**src/rtl/dbuf_pkg.sv**
```systemverilog
package dbuf_pkg;
  localparam int ADDR_W    = 6;
  localparam int BYTE_W    = 8;
  localparam int SLOTS     = 32;
  localparam int TW_BYTES  = 6;
  localparam int PER_BYTES = 2;
  localparam int PH_W      = 14;
  localparam int MODE_W    = 3;

  localparam int PHA_BASE  = 0;
  localparam int PHB_BASE  = 2;
  localparam int TWA_BASE  = 4;
  localparam int TWB_BASE  = 10;
  localparam int PER_BASE  = 26;
  localparam int CTRL_SLOT = 31;

  localparam int TMR_W     = PER_BYTES * BYTE_W;

  // Writable bits of each slot; zero means unmapped
  function automatic logic [BYTE_W-1:0] slot_mask(input int idx);
    if (idx == PHA_BASE || idx == PHB_BASE)                   return 8'h3F;
    if (idx == PHA_BASE + 1 || idx == PHB_BASE + 1)           return 8'hFF;
    if (idx >= TWA_BASE && idx < TWB_BASE + TW_BYTES)         return 8'hFF;
    if (idx >= PER_BASE && idx < PER_BASE + PER_BYTES)        return 8'hFF;
    if (idx == CTRL_SLOT)                                     return 8'h0F;
    return 8'h00;
  endfunction

  function automatic logic [BYTE_W-1:0] slot_default(input int idx,
                                                     input logic [TMR_W-1:0] per);
    if (idx == CTRL_SLOT)    return 8'h01;
    if (idx == PER_BASE)     return per[TMR_W-1 -: BYTE_W];
    if (idx == PER_BASE + 1) return per[BYTE_W-1:0];
    return 8'h00;
  endfunction
endpackage

```
**src/rtl/dbuf_store.sv**
```systemverilog
module dbuf_store
  import dbuf_pkg::*;
#(
  parameter logic [TMR_W-1:0] PERIOD_DEF = 16'd100
) (
  input  logic                      clk,
  input  logic                      rst,
  input  logic                      wr_en,
  input  logic [ADDR_W-1:0]         waddr,
  input  logic [BYTE_W-1:0]         wdata,
  input  logic                      commit,
  output logic [SLOTS*BYTE_W-1:0]   act_flat
);
  for (genvar i = 0; i < SLOTS; i++) begin : g_slot
    localparam logic [BYTE_W-1:0] MASK = slot_mask(i);
    localparam logic [BYTE_W-1:0] DEF  = slot_default(i, PERIOD_DEF);
    logic [BYTE_W-1:0] shadow_q;
    logic [BYTE_W-1:0] active_q;

    always_ff @(posedge clk) begin
      if (rst) begin
        shadow_q <= DEF;
      end else if (wr_en && waddr == ADDR_W'(i)) begin
        shadow_q <= wdata & MASK;
      end
    end

    always_ff @(posedge clk) begin
      if (rst) begin
        active_q <= DEF;
      end else if (commit) begin
        active_q <= shadow_q;
      end
    end

    assign act_flat[i*BYTE_W +: BYTE_W] = active_q;
  end
endmodule

```
**src/rtl/dbuf_ext_sync.sv**
```systemverilog
module dbuf_ext_sync (
  input  logic clk,
  input  logic rst,
  input  logic async_in,
  output logic rise
);
  logic meta_q, sync_q, prev_q;

  always_ff @(posedge clk) begin
    if (rst) begin
      meta_q <= 1'b0;
      sync_q <= 1'b0;
      prev_q <= 1'b0;
    end else begin
      meta_q <= async_in;
      sync_q <= meta_q;
      prev_q <= sync_q;
    end
  end

  assign rise = sync_q & ~prev_q;
endmodule

```
**src/rtl/dbuf_upd_timer.sv**
```systemverilog
module dbuf_upd_timer #(
  parameter int TMR_W     = 16,
  parameter int PULSE_LEN = 8
) (
  input  logic             clk,
  input  logic             rst,
  input  logic             en,
  input  logic [TMR_W-1:0] period,
  output logic             fire,
  output logic             pulse
);
  localparam int PC_W = $clog2(PULSE_LEN + 1);

  logic [TMR_W-1:0] count_q;
  logic [PC_W-1:0]  pcnt_q;
  logic             pulse_q, fire_q;
  logic             at_zero;

  assign at_zero = (count_q == '0);

  always_ff @(posedge clk) begin
    if (rst || !en) begin
      count_q <= period;
      fire_q  <= 1'b0;
      pcnt_q  <= '0;
      pulse_q <= 1'b0;
    end else begin
      fire_q  <= at_zero;
      count_q <= at_zero ? period : count_q - 1'b1;
      if (at_zero) begin
        pcnt_q  <= PC_W'(PULSE_LEN - 1);
        pulse_q <= 1'b1;
      end else if (pcnt_q != '0) begin
        pcnt_q  <= pcnt_q - 1'b1;
        pulse_q <= 1'b1;
      end else begin
        pulse_q <= 1'b0;
      end
    end
  end

  assign fire  = fire_q & en;
  assign pulse = pulse_q & en;
endmodule

```
**src/rtl/dbuf_regbank.sv**
```systemverilog
module dbuf_regbank
  import dbuf_pkg::*;
#(
  parameter logic [TMR_W-1:0] PERIOD_DEF = 16'd100,
  parameter int               PULSE_LEN  = 8,
  parameter int               RST_LEN    = 10
) (
  input  logic                   clk,
  input  logic                   rst,
  input  logic                   wr_en,
  input  logic                   rd_en,
  input  logic [ADDR_W-1:0]      addr,
  input  logic [BYTE_W-1:0]      wdata,
  output logic [BYTE_W-1:0]      rdata,
  output logic                   rvalid,
  input  logic                   upd_in,
  output logic                   upd_out,
  output logic                   upd_oe,
  output logic [TW_BYTES*8-1:0]  ftw_a,
  output logic [TW_BYTES*8-1:0]  ftw_b,
  output logic [PH_W-1:0]        phase_a,
  output logic [PH_W-1:0]        phase_b,
  output logic [MODE_W-1:0]      mode
);
  localparam int RC_W  = $clog2(RST_LEN);
  localparam int HI6   = PH_W - BYTE_W;

  logic [RC_W-1:0]             rst_cnt_q;
  logic                        rst_int;
  logic [SLOTS*BYTE_W-1:0]     act_flat;
  logic                        int_mode, commit, tmr_fire, ext_rise;
  logic [TMR_W-1:0]            period;

  // Reset stretcher: total hold of RST_LEN cycles
  always_ff @(posedge clk) begin
    if (rst) begin
      rst_cnt_q <= RC_W'(RST_LEN - 1);
    end else if (rst_cnt_q != '0) begin
      rst_cnt_q <= rst_cnt_q - 1'b1;
    end
  end
  assign rst_int = rst | (rst_cnt_q != '0);

  dbuf_store #(.PERIOD_DEF(PERIOD_DEF)) store_i (
    .clk(clk), .rst(rst_int), .wr_en(wr_en), .waddr(addr), .wdata(wdata),
    .commit(commit), .act_flat(act_flat)
  );

  dbuf_ext_sync sync_i (
    .clk(clk), .rst(rst_int), .async_in(upd_in), .rise(ext_rise)
  );

  dbuf_upd_timer #(.TMR_W(TMR_W), .PULSE_LEN(PULSE_LEN)) timer_i (
    .clk(clk), .rst(rst_int), .en(int_mode), .period(period),
    .fire(tmr_fire), .pulse(upd_out)
  );

  assign int_mode = act_flat[CTRL_SLOT*BYTE_W];
  assign mode     = act_flat[CTRL_SLOT*BYTE_W + 1 +: MODE_W];
  assign commit   = int_mode ? tmr_fire : ext_rise;
  assign upd_oe   = int_mode;

  for (genvar b = 0; b < PER_BYTES; b++) begin : g_per
    assign period[(PER_BYTES-1-b)*BYTE_W +: BYTE_W] = act_flat[(PER_BASE+b)*BYTE_W +: BYTE_W];
  end

  for (genvar b = 0; b < TW_BYTES; b++) begin : g_tw
    assign ftw_a[(TW_BYTES-1-b)*BYTE_W +: BYTE_W] = act_flat[(TWA_BASE+b)*BYTE_W +: BYTE_W];
    assign ftw_b[(TW_BYTES-1-b)*BYTE_W +: BYTE_W] = act_flat[(TWB_BASE+b)*BYTE_W +: BYTE_W];
  end

  assign phase_a = {act_flat[PHA_BASE*BYTE_W +: HI6], act_flat[(PHA_BASE+1)*BYTE_W +: BYTE_W]};
  assign phase_b = {act_flat[PHB_BASE*BYTE_W +: HI6], act_flat[(PHB_BASE+1)*BYTE_W +: BYTE_W]};

  // Read port returns the active bank
  always_ff @(posedge clk) begin
    if (rst_int) begin
      rvalid <= 1'b0;
      rdata  <= '0;
    end else begin
      rvalid <= rd_en;
      if (rd_en) begin
        rdata <= (int'(addr) < SLOTS) ? act_flat[int'(addr)*BYTE_W +: BYTE_W] : '0;
      end
    end
  end
endmodule

```
**config.mk**
```make
export PLATFORM = sky130hd
export DESIGN_NAME = dbuf_regbank
export DESIGN_NICKNAME = d
export VERILOG_FILES = /design/src/rtl/dbuf_pkg.sv /design/src/rtl/dbuf_store.sv /design/src/rtl/dbuf_ext_sync.sv /design/src/rtl/dbuf_upd_timer.sv /design/src/rtl/dbuf_regbank.sv
export SDC_FILE = /design/constraint.sdc
export NUM_CORES = 1
export LEC_CHECK = 0
export BUFFER_PORTS_ARGS = -buffer_cell sky130_fd_sc_hd__buf_2
export CAP_MARGIN = 40
export CORE_MARGIN = 5
export CORE_UTILIZATION = 50
export DETAILED_ROUTE_END_ITERATION = 10
export PLACE_DENSITY = 0.72
export SLEW_MARGIN = 20
export SYNTH_ARGS = -nofsm -noshare
export SYNTH_HDL_FRONTEND = slang
export SYNTH_SLANG_ARGS = --single-unit
```
**constraint.sdc**
```tcl
create_clock -name clk -period 4.12 [get_ports clk]
set_input_delay 0.206 -clock clk [delete_from_list [all_inputs] [get_ports clk]]
set_output_delay 0.206 -clock clk [all_outputs]
set_load 0.03 [all_outputs]
```
==> summary.txt <==
Place
  – Final Wtd Congestion: 0.874
  – Hpwl dp: 24800 um
  – PortBufs: 156

STA
  – Setup TNS: 0 ns
  – Fin crit period: 2.15 ns
  – Slew @ Worst Pin: 0.765 ns
  – Final hold viol count: 0
  – Final period util: 0.522
  – Clk_skew: 0.0114 ns
  – Final setup viols: 0
  – Final hold slack: 0.0978 ns
  – RSZ-0062 raised after global routing: false
  – Max Slew Vio Count: 0
  – Max transition margin: 0.489
  – Max Freq: 465 MHz

Detailed routing
  – DRC: 0
  – Drt total wl: 38000 um
  – Drt pass-1 iters: 5
  – Vias/cell: 5.56
  – DRT antenna net count: 0
  – Routed met2 length: 17100 um
  – Top layer used by detailed routing: met4
  – M1 WL: 16400 um
  – Vias: 11400
  – Metal3 WL: 3220 um
  – Wire per inst: 18.6 um
  – DR iter-0 viols: 1098

Synth
  – Yosys top cell area share: 0.464
  – Synthesized flop and latch total: 326
  – Syn nets: 1712
  – Cell variety after synth: 50
  – Mapped Area: 0.0141 mm2
  – Number of synthesized flops with an enable pin: 0
  – Cell count after synthesis: 1687
  – Register area share after synthesis: 0.464
  – Top-count cell post-synth: nand2_1
  – Yosys warnings: 0
  – Ys flop type: dfxtp_1
  – Top cells by area, synth: dfxtp_1 (46%), nand2_1 (12%), a21oi_1 (8.7%)
  – Dominant cell type by area after synthesis: dfxtp_1
  – Most frequent cells after synthesis: nand2_1 (441), dfxtp_1 (326), a21oi_1 (243), buf_4 (136), nand3_1 (102)
  – Synth async-reset ratio: 0
  – Mean Syn Cell Area: 8.33 um2

Clock network
  – CTS tree: done
  – Post-CTS resize count: 0
  – Worst-Skew Late Latency: 0.50 ns
  – Clock slew at reported path FFs: 0.06 ns
  – Clk root buf: clkbuf_16
  – H-Tree Depth: 2
  – CTS sink count: 326
  – Clock Tree Buf Depth: 3
  – Cts bufs inserted: 34

Die
  – DIE WIDTH: 178 um
  – Die Ht: 178 um
  – Initial core utilization: 0.506
  – Row Count: 61
  – Core area: 0.0278 mm2
  – Die area: 0.0316 mm2
  – I/O pins: 157

Power and ir drop
  – Pwr Density: 413 mW/mm2
  – Lkg Pwr: 5.44 nW
  – Max rail drop VDD: 0.000232 V

Setup path
  – WS Path Type: flop to flop
  – Startpoint types: flop
  – Arrival time at the worst endpoint: 2.51 ns
  – WP data required: 4.48 ns
  – CP Max Fanout: 33
  – CP Capture Type: flop

Finish
  – Nets: 1675
  – Area grow syn2layout: 7.58%
  – Layout cell share with drive strength beyond 1: 0.158

Global routing
  – First-pass GRT wire length: 58500 um
  – Vias in the first global route: 10600
  – Total track usage: 0.234
  – Gr ovfl total: 0
  – Largest net degree at the start of global routing: 144
  – Initial antenna violation count: 3

Status
  – Outcome: completed

Flow run
  – Max Cap Violations: 0

Min path
  – Hold Path Class: primary input to flop
[logic make-up after synthesis]
family / share of synthesized area
AND/OR/NAND/NOR: 0.202
flip-flops: 0.464
XOR/XNOR: 0.0106
buffers and inverters: 0.109
multiplexers: 0.0961
adder cells (fa/ha/maj): 0.00534
AO/OA/AOI/OAI: 0.112
[final cells by class]
type / instances / area, um2
Antenna cell: 3 / 7.51
Clock buffer: 48 / 975
Clock inverter: 4 / 26.3
Fill cell: 2571 / 12700
Inverter: 9 / 33.8
Multi-Input combinational cell: 1101 / 6040
Sequential cell: 326 / 6530
Tap cell: 378 / 473
Timing Repair Buffer: 178 / 1040
[worst paths after layout]
check,start,endpoint,slack [ns],depth (start not counted)
min reg2reg,store_i.g_slot[10].shadow_q[1],store_i.g_slot[10].active_q[1],0.45,2
min,rd_en,rdata[5],0.1,2
max reg2reg,rst_cnt_q[0],timer_i.count_q[15],1.97,8
max,rst_cnt_q[0],timer_i.count_q[15],1.97,8
[worst max-delay path: stages, from the launching register on]
cell and delay, ns:
dfxtp_1 0.31, inv_1 0.10, ha_1 0.20, nor4b_2 0.19, buf_4 0.27, nand2_1 0.18
a41o_2 0.48, nand2_1 0.19, o21ai_0 0.09
[sequential cells by signal, indices dropped and copies added (netlist names)]
| register | cells |
|---|---|
| sync_i.meta_q | 1 |
| store_i.g_slot.active_q | 144 |
| timer_i.count_q | 16 |
| store_i.g_slot.shadow_q | 144 |
| rvalid | 1 |
| sync_i.prev_q | 1 |
| timer_i.fire_q | 1 |
| timer_i.pulse_q | 1 |
| rdata | 8 |
| sync_i.sync_q | 1 |
| rst_cnt_q | 4 |
| timer_i.pcnt_q | 4 |
[per-stage QoR]
stage / instances / setup slack, ns / cell area (um2) / total power (W) / utilization
floorplan: 1687 / 2.38 / 14100 / 0.00341 / -
global placement: 1986 / 1.50 / 14000 / 0.00348 / 0.504
detailed placement: 1989 / 1.56 / 14100 / 0.00348 / 0.507
CTS: 2043 / 1.99 / 15100 / 0.00628 / 0.543
global route: 2047 / 1.79 / 15100 / 0.00644 / 0.544
finish: 2047 / 1.97 / 15100 / 0.00625 / 0.544
[placed cells by master, fill, tap and decap left out, types with 9 or more instances in the layout]
cell,instances
xnor2_1,12
a31oi_1,13
nand2_1,441
buf_2,155
mux4_2,16
nand3_1,102
mux2i_1,90
clkbuf_16,35
o21ai_0,18
nor2_1,67
inv_1,9
dfxtp_1,326
buf_4,14
a21oi_1,243
[what timing repair did]
item | CTS | global route
hold buffers | 2 | 0
setup buffers | 0 | 0
endpoints found under the hold margin | 5 | 0
[power breakdown]
group	total, W	internal, W	switching (W)
clock	0.00283	0.00164	0.00119
combinational	0.000249	0.0000713	0.000178
sequential	0.00317	0.00316	0.00000981
total	0.00625	0.00487	0.00138
[routing by layer]
metal,up-vias,track usage
li1,5435,-
met1,5409,0.327
met2,467,0.359
met3,77,0.0415
met4,0,0.0957
met5,-,0
Note: power is estimated with default switching activity, not from simulation.
